==> config.mk <==
export PLATFORM = sky130hd
export DESIGN_NAME = irq_gate_reg
export DESIGN_NICKNAME = d
export VERILOG_FILES = /design/src/rtl/irq_gate_pkg.sv /design/src/rtl/irq_gate_ctrl.sv /design/src/rtl/irq_gate_dp.sv /design/src/rtl/irq_gate_reg.sv
export SDC_FILE = /design/constraint.sdc
export NUM_CORES = 1
export LEC_CHECK = 0
export BUFFER_PORTS_ARGS = -buffer_cell sky130_fd_sc_hd__buf_2
export CORE_AREA = 2 2 39 41
export DETAILED_ROUTE_END_ITERATION = 10
export DIE_AREA = 0 0 41 43
export PLACE_DENSITY = 0.77
export SYNTH_ARGS = -nofsm -noshare
export SYNTH_HDL_FRONTEND = slang
export SYNTH_SLANG_ARGS = --single-unit
==> constraint.sdc <==
create_clock -name clk -period 2 [get_ports clk]
set_clock_uncertainty 0.15 [all_clocks]
set_input_delay 0.1 -clock clk [delete_from_list [all_inputs] [get_ports clk]]
set_output_delay 0.1 -clock clk [all_outputs]
set_load 0.005 [all_outputs]
==> src/rtl/irq_gate_pkg.sv <==
package irq_gate_pkg;
  localparam int NUM_SRC  = 5;
  localparam int REG_W    = 16;
  localparam int LANE_W   = 8;
  localparam int CLR_BASE = LANE_W;

  typedef struct packed {
    logic               enWr;
    logic [NUM_SRC-1:0] enData;
    logic [NUM_SRC-1:0] clrMask;
  } strobe_t;
endpackage

==> src/rtl/irq_gate_ctrl.sv <==
module irq_gate_ctrl
  import irq_gate_pkg::*;
(
  input  logic             wrEn,
  input  logic [1:0]       byteEn,
  input  logic [REG_W-1:0] wrData,
  output strobe_t          strobe
);
  logic loLane;
  logic hiLane;

  always_comb begin
    loLane         = wrEn & byteEn[0];
    hiLane         = wrEn & byteEn[1];
    strobe.enWr    = loLane;
    strobe.enData  = wrData[NUM_SRC-1:0];
    strobe.clrMask = hiLane ? wrData[CLR_BASE +: NUM_SRC] : '0;
  end
endmodule

==> src/rtl/irq_gate_dp.sv <==
module irq_gate_dp
  import irq_gate_pkg::*;
(
  input  logic               clk,
  input  logic               rstN,
  input  strobe_t            strobe,
  input  logic [NUM_SRC-1:0] srcReq,
  output logic [NUM_SRC-1:0] enable,
  output logic [NUM_SRC-1:0] pending
);
  always_ff @(posedge clk or negedge rstN) begin
    if (!rstN) begin
      enable <= '0;
    end else if (strobe.enWr) begin
      enable <= strobe.enData;
    end
  end

  // A request outranks a clear that targets the same flag.
  always_ff @(posedge clk or negedge rstN) begin
    if (!rstN) begin
      pending <= '0;
    end else begin
      pending <= (pending & ~strobe.clrMask) | srcReq;
    end
  end

  AST_REQ_SETS: assert property (@(posedge clk) disable iff (!rstN)
    (srcReq != '0) |=> ((pending & $past(srcReq)) == $past(srcReq)));

  AST_CLR_DROPS: assert property (@(posedge clk) disable iff (!rstN)
    ((strobe.clrMask & ~srcReq) != '0) |=>
      ((pending & $past(strobe.clrMask & ~srcReq)) == '0));

  AST_REQ_WINS: assert property (@(posedge clk) disable iff (!rstN)
    ((strobe.clrMask & srcReq) != '0) |=>
      ((pending & $past(strobe.clrMask & srcReq)) == $past(strobe.clrMask & srcReq)));

  AST_EN_HOLD: assert property (@(posedge clk) disable iff (!rstN)
    !strobe.enWr |=> $stable(enable));

  AST_PEND_HOLD: assert property (@(posedge clk) disable iff (!rstN)
    ((strobe.clrMask == '0) && (srcReq == '0)) |=> $stable(pending));
endmodule

==> src/rtl/irq_gate_reg.sv <==
module irq_gate_reg
  import irq_gate_pkg::*;
(
  input  logic              clk,
  input  logic              rstN,
  input  logic              wrEn,
  input  logic [1:0]        byteEn,
  input  logic [REG_W-1:0]  wrData,
  output logic [REG_W-1:0]  rdData,
  input  logic [NUM_SRC-1:0] srcReq,
  output logic              irqOut
);
  strobe_t            strobe;
  logic [NUM_SRC-1:0] enable;
  logic [NUM_SRC-1:0] pending;

  irq_gate_ctrl i_ctrl (
    .wrEn   (wrEn),
    .byteEn (byteEn),
    .wrData (wrData),
    .strobe (strobe)
  );

  irq_gate_dp i_dp (
    .clk     (clk),
    .rstN    (rstN),
    .strobe  (strobe),
    .srcReq  (srcReq),
    .enable  (enable),
    .pending (pending)
  );

  always_comb begin
    rdData                         = '0;
    rdData[NUM_SRC-1:0]            = enable;
    rdData[CLR_BASE +: NUM_SRC]    = pending;
    irqOut                         = |(pending & enable);
  end

  AST_IRQ_MATCH: assert property (@(posedge clk) disable iff (!rstN)
    irqOut == ((rdData[CLR_BASE +: NUM_SRC] & rdData[NUM_SRC-1:0]) != '0));

  AST_PAD_ZERO: assert property (@(posedge clk) disable iff (!rstN)
    (rdData[LANE_W-1:NUM_SRC] == '0) && (rdData[REG_W-1:CLR_BASE+NUM_SRC] == '0));

  AST_RESET_IDLE: assert property (@(posedge clk)
    !rstN |-> (rdData == '0) && !irqOut);
endmodule

==> run summary, run 1 <==
Status: finished, final reports clean
Yosys warns: 0
Worst Path Required: 1.75 ns
Die W: 41 um
Reg-to-reg endpoint: i_dp.pending[0]
Worst-path cell chain: a222oi_1, nand2_1, buf_2
Critical path launch point: i_dp.enable[0]
Total CTS buffers: 3
Area leader, netlist: dfrtp_1
RSZ-0062 raised after global routing: false
Ranking of synthesized cells by area: dfrtp_1 (53%), mux2_4 (16%), buf_4 (9.6%)
# Max-Cap Violations: 0
Diode count: 0
Largest family of logic cells by synthesized area: multiplexers
Hold depth: 3
Clock Sinks: 10
Chip Height: 43 um
Number of global-route vias before repair: 456
Leak pwr: 0.382 nW
GRT Max-Usage Layer: met2
Synth cell types: 10
Setup TNS: 0 ns
Met3 usage: 3.14%
Syn_area_per_cell: 13.0 um2
Hold path endpoint: i_dp.pending[4]
CTS tree: done
PostCTS Resize Cnt: 0
Synth top area share: 53.3%
Register-to-Register Path Depth: 2
Worst flop-to-flop path startpoint: i_dp.pending[0]
WHS: 0.00943 ns
Die footprint: 1760 um2
CTS root buf: clkbuf_4
Worst path arrival time: 1.21 ns
CP Max Fanout: 3
H-tree depth: 1
Mux cell area share after synthesis: 16.0%
Fin. Hold Viols: 0
Clk pin slew, worst setup/hold paths: 0.06 ns
Area delta synth->final: 67.5%
Post-synthesis register bit count: 10
Critical path class: reg2out
R2R Setup Slk: 0.63 ns
Cell Area, Synth: 469 um2
Crit path launch type: flip-flop
Grt met2 use: 24.4%
Total Routing Usage GR: 15.4%
Worst vdd ir: 0.279 mV
FMAX: 683 MHz
Hold Crit Class: in2reg
Cell Rows: 14
Drt wl/cell: 10.9 um
Pwr dens: 616 nW/um2
Critical-path top delay cell: dfrtp_1
Adder-cell share of the synthesized area: 0%
DRC: 0
Total number of vias: 437
Final HPWL DP: 819 um
Congestion Overflow GR: 0
Overall routed net length: 1080 um
Drt via density: 4.41
Final worst slack: 0.535 ns
I/O pin count: 43
Gate Count Post-Synth: 36
Seq/Total Area, Yosys: 53.3%
Hold path start: wrData[12]
Setup violations, final: 0
Fin. max-slew vios: 0
Clock latency on the worst-skew pair: 0.25 ns
Largest net degree at the start of global routing: 11
Post-CTS setup repair buffer count: 0
Starting Density: 33.9%
Core Box Area: 1380 um2
Element type at the critical path end: primary output
Post-DRT Antenna Nets: 0
Starting DRT DRC Count: 7
Fraction of layout cells with a size suffix above 1: 47.0%
Total Nets Final: 111
Fin crit period: 1.46 ns
Critical Path Max Stage Delay: 0.39 ns
CTS Buffer Depth: 2
Placer congestion estimate: 0.599
Worst slack, placed: 0.790 ns
Simple-Gate Fraction of Synth Area: 8.53%
Initial DRT Pass Iterations: 4
Synth Area in XOR/XNOR: 0%
Initial antenna violation count: 0
Compound-cell area share of the yosys netlist: 11.7%
Number of I/O port buffers: 30
First-pass GRT wire length: 1840 um
Met1 GRT Util: 18.7%
Cts hold-fix bufs: 15
Period utilization: 73.2%
-- power breakdown --
group	internal [mW]	switching (mW)	total [mW]
sequential	0.223	0.0160	0.239
clock	0.0692	0.0614	0.131
combinational	0.0761	0.0387	0.115
-- layout by cell type, fill, tap and decap left out, drive strengths merged --
master	netlist	final
buf	6	30
nand2	2	2
conb	1	6
a22oi	1	1
a222oi	1	1
dlygate4sd3	0	15
dfrtp	10	10
a21o	5	5
clkbuf	0	3
nand3	5	5
mux2	5	5
-- kinds of logic after synthesis --
group,count (synthesis)
and+or+nand+nor,7
other,1
DFF,10
buffers and inverters,6
AOI/OAI and AO/OA,7
muxes,5
-- Yosys cell counts --
library cell,number
dfrtp_1,10
nand2_1,1
nand3_1,5
mux2_4,5
a21o_1,5
buf_4,6
nand2_4,1
conb_1,1
a22oi_1,1
a222oi_1,1
-- sequential cells by signal (all words and copies together), names as in the netlist --
signal	cells
i_dp.pending	5
i_dp.enable	5
-- worst max path at each step --
stage | end | slack, ns | cells after the start
finish | irqOut | 0.54 | 3
global placement | irqOut | 0.81 | 3
CTS | irqOut | 0.50 | 3
floorplan | irqOut | 0.96 | 2
global route | irqOut | 0.38 | 3
detailed placement | irqOut | 0.79 | 3
-- final cells by class --
type                       instances  area, um2
tap                               16       20.0
timing repair buffer              45        300
clock buffer                       3       22.5
multi-input combinational         25        193
fill                             133        598
sequential                        10        250
-- through the flow --
step / cells / util (%) / cell area [um2] / power, mW
global placement: 81 / 44.3 / 613 / 0.333
finish: 99 / 56.8 / 786 / 0.484
detailed placement: 81 / 44.3 / 613 / 0.337
floorplan: 41 / - / 488 / 0.292
CTS: 99 / 56.8 / 786 / 0.493
global route: 99 / 56.8 / 786 / 0.520
-- worst max-delay path: cells and delay by family, from the launching register on --
family / cells / cell delay (ns)
buffers and inverters: 1 / 0.14
DFF: 1 / 0.39
AOI/OAI and AO/OA: 1 / 0.34
and+or+nand+nor: 1 / 0.09
-- per-layer routing --
metal	routed length (um)	vias to the layer above	part of all wire [%]
li1	-	211	-
met1	432	203	40
met3	73	0	6.8
met4	0	0	0
met5	0	-	0
met2	571	23	53
No activity file was read; power rests on OpenSTA's default activity.
==> run 2: changes to the inputs <==
CORE_AREA = not set   (was 2 2 39 41)
CORE_UTILIZATION = 31   (was not set)
DIE_AREA = not set   (was 0 0 41 43)
PLACE_DENSITY = 0.72   (was 0.77)
clock period = 1.3 ns   (was 2 ns; I/O delays follow)
==> run 2 against run 1 <==
  * Non-clock buffer count up 3
  * Routed wire length up 9.4%
  * The run now ends with negative setup slack left
  * Highest routed layer unchanged
  * Critical path type unchanged
  * Utilization up 4.4 points
==> run summary, run 2 (synthesis results as in run 1) <==
Status: complete, but fails checks
Failing checks: negative setup slack
Cell family with most CP delay: flip-flops
Worst setup path endpoint: irqOut
Total Nets Final: 114
Starting DRT DRC Count: 3
Dpl cell area: 612 um2
Period utilization: 110%
Worst flop-to-flop path startpoint: i_dp.enable[4]
Hold path start: wrEn
Chip Height: 40.9 um
Crit path launch type: flip-flop
Diode count: 0
Reg-to-reg endpoint: i_dp.enable[4]
Placer congestion estimate: 0.656
Number of I/O port buffers: 30
Element type at the critical path end: primary output
# Max-Cap Violations: 0
Fraction of layout cells with a size suffix above 1: 47.1%
Largest net degree at the start of global routing: 11
Clk pin slew, worst setup/hold paths: 0.07 ns
Largest regs: i_dp.enable (5), i_dp.pending (5)
Post-DRT Antenna Nets: 0
Initial antenna violation count: 0
Starting Density: 34.8%
Overall routed net length: 1180 um
CTS tree: done
RSZ-0062 raised after global routing: true
R2R Setup Slk: 0.37 ns
Critical path launch point: i_dp.enable[0]
Worst Path Required: 1.09 ns
Setup violations, final: 1
Congestion Overflow GR: 0
Drt via density: 4.43
Critical-path top delay cell: dfrtp_1
Drt wl/cell: 11.5 um
Register area: 250 um2
Pwr dens: 1000 nW/um2
Crit path depth: 3
Fin. Hold Viols: 0
Clock Sinks: 10
Fin. max-slew vios: 0
Switching power: 194 uW
Share of power burned in the clock network: 33.4%
Worst Path Buf+Inv: 1
Total Routing Usage GR: 16.1%
Commonest cells after routing, fill and taps aside: buf_2 (30), dlygate4sd3_1 (17), dfrtp_1 (10)
Critical Path Max Stage Delay: 0.40 ns
Cell Rows: 13
DRC: 0
Final Cell Area: 826 um2
Initial DRT Pass Iterations: 4
Leak pwr: 0.411 nW
Number of global-route vias before repair: 423
Critical path class: reg2out
Clock latency on the worst-skew pair: 0.26 ns
Total CTS buffers: 3
PostCTS Resize Cnt: 0
Register-to-Register Path Depth: 1
Final worst slack: -0.132 ns
H-tree depth: 1
I/O pin count: 43
Fin crit period: 1.43 ns
Core Box Area: 1350 um2
Sw Ratio: 23.4%
Combinational power share: 22.2%
Worst slack, placed: 0.115 ns
CTS root buf: clkbuf_4
Worst vdd ir: 0.820 mV
Post-layout util: 61.2%
First-pass GRT wire length: 1650 um
Die footprint: 1670 um2
Int Power: 635 uW
Fill cells: 117
Total number of vias: 452
Most common cell after layout, fill and taps aside: buf_2
Multi-input logic area: 193 um2
Worst path arrival time: 1.22 ns
CTS Buffer Depth: 2
Seq pwr share: 44.4%
Area delta synth->final: 76.0%
Die W: 40.9 um
Worst-path cell chain: a222oi_1, nand2_1, buf_2
Setup TNS: -0.132 ns
Hold Crit Class: in2reg
CP Max Fanout: 3
FMAX: 698 MHz
run 2: changes by cell type in the layout (fill, tap and decap cells not counted):
cell	delta
buf_4	+1
clkbuf_8	+1
dlygate4sd3_1	+2
run 2: metrics by stage:
step	hold slack (ns)	cells	total power, mW
2_1_floorplan	-0.381	41	0.449
3_3_place_gp	-0.217	80	0.513
6_report	0.0178	102	0.829
5_1_grt	0.0263	102	0.889
4_1_cts	0.00405	102	0.838
3_5_place_dp	-0.212	80	0.517
run 2: routing by layer:
metal | share of wire [%] | vias to the layer above | track usage, %
met5 | 0 | - | 0
met1 | 37 | 207 | 16.4
met2 | 54 | 26 | 27.3
met4 | 0 | 0 | 3.33
li1 | - | 219 | -
met3 | 8.3 | 0 | 10.3
run 2: layout make-up:
| cell class | instances | area share, % |
|---|---|---|
| Timing Repair Buffer | 48 | 39.7 |
| Clock buffer | 4 | 4.39 |
| Multi-Input combinational cell | 25 | 23.3 |
| Sequential cell | 10 | 30.3 |
| Tap cell | 15 | 2.27 |
run 2: how the worst min path moves through the flow:
| stage | end | cells past startpoint | slack, ns |
|---|---|---|---|
| after floorplan | i_dp.enable[0] | 0 | -0.38 |
| after global placement | i_dp.enable[1] | 1 | -0.22 |
| after detailed placement | i_dp.enable[1] | 1 | -0.21 |
| after CTS | i_dp.pending[3] | 3 | 0.004 |
| after global routing | i_dp.enable[0] | 3 | 0.03 |
| final | i_dp.pending[3] | 3 | 0.02 |
run 2: repair_timing:
| item | in CTS | in global routing |
|---|---|---|
| hold buffers | 17 | 0 |
| buffers inserted | 1 | 0 |
| endpoints found under the hold margin | 20 | 0 |
| pin swaps | 2 | 0 |
| endpoints found under the setup margin | 1 | 1 |
| gates cloned | 0 | 0 |
run 2: tightest hold or removal path: stages:
cell and delay (ns):
buf_2 0.15, nand3_1 0.08, a21o_1 0.10
run 2: power groups by stage:
| stage | clock [mW] | sequential (mW) | combinational [mW] |
|---|---|---|---|
| after floorplan | 0 | 0.373 | 0.0759 |
| after global placement | 0 | 0.372 | 0.141 |
| after detailed placement | 0 | 0.373 | 0.143 |
| after CTS | 0.287 | 0.367 | 0.185 |
| after global routing | 0.311 | 0.372 | 0.206 |
| final | 0.277 | 0.368 | 0.184 |
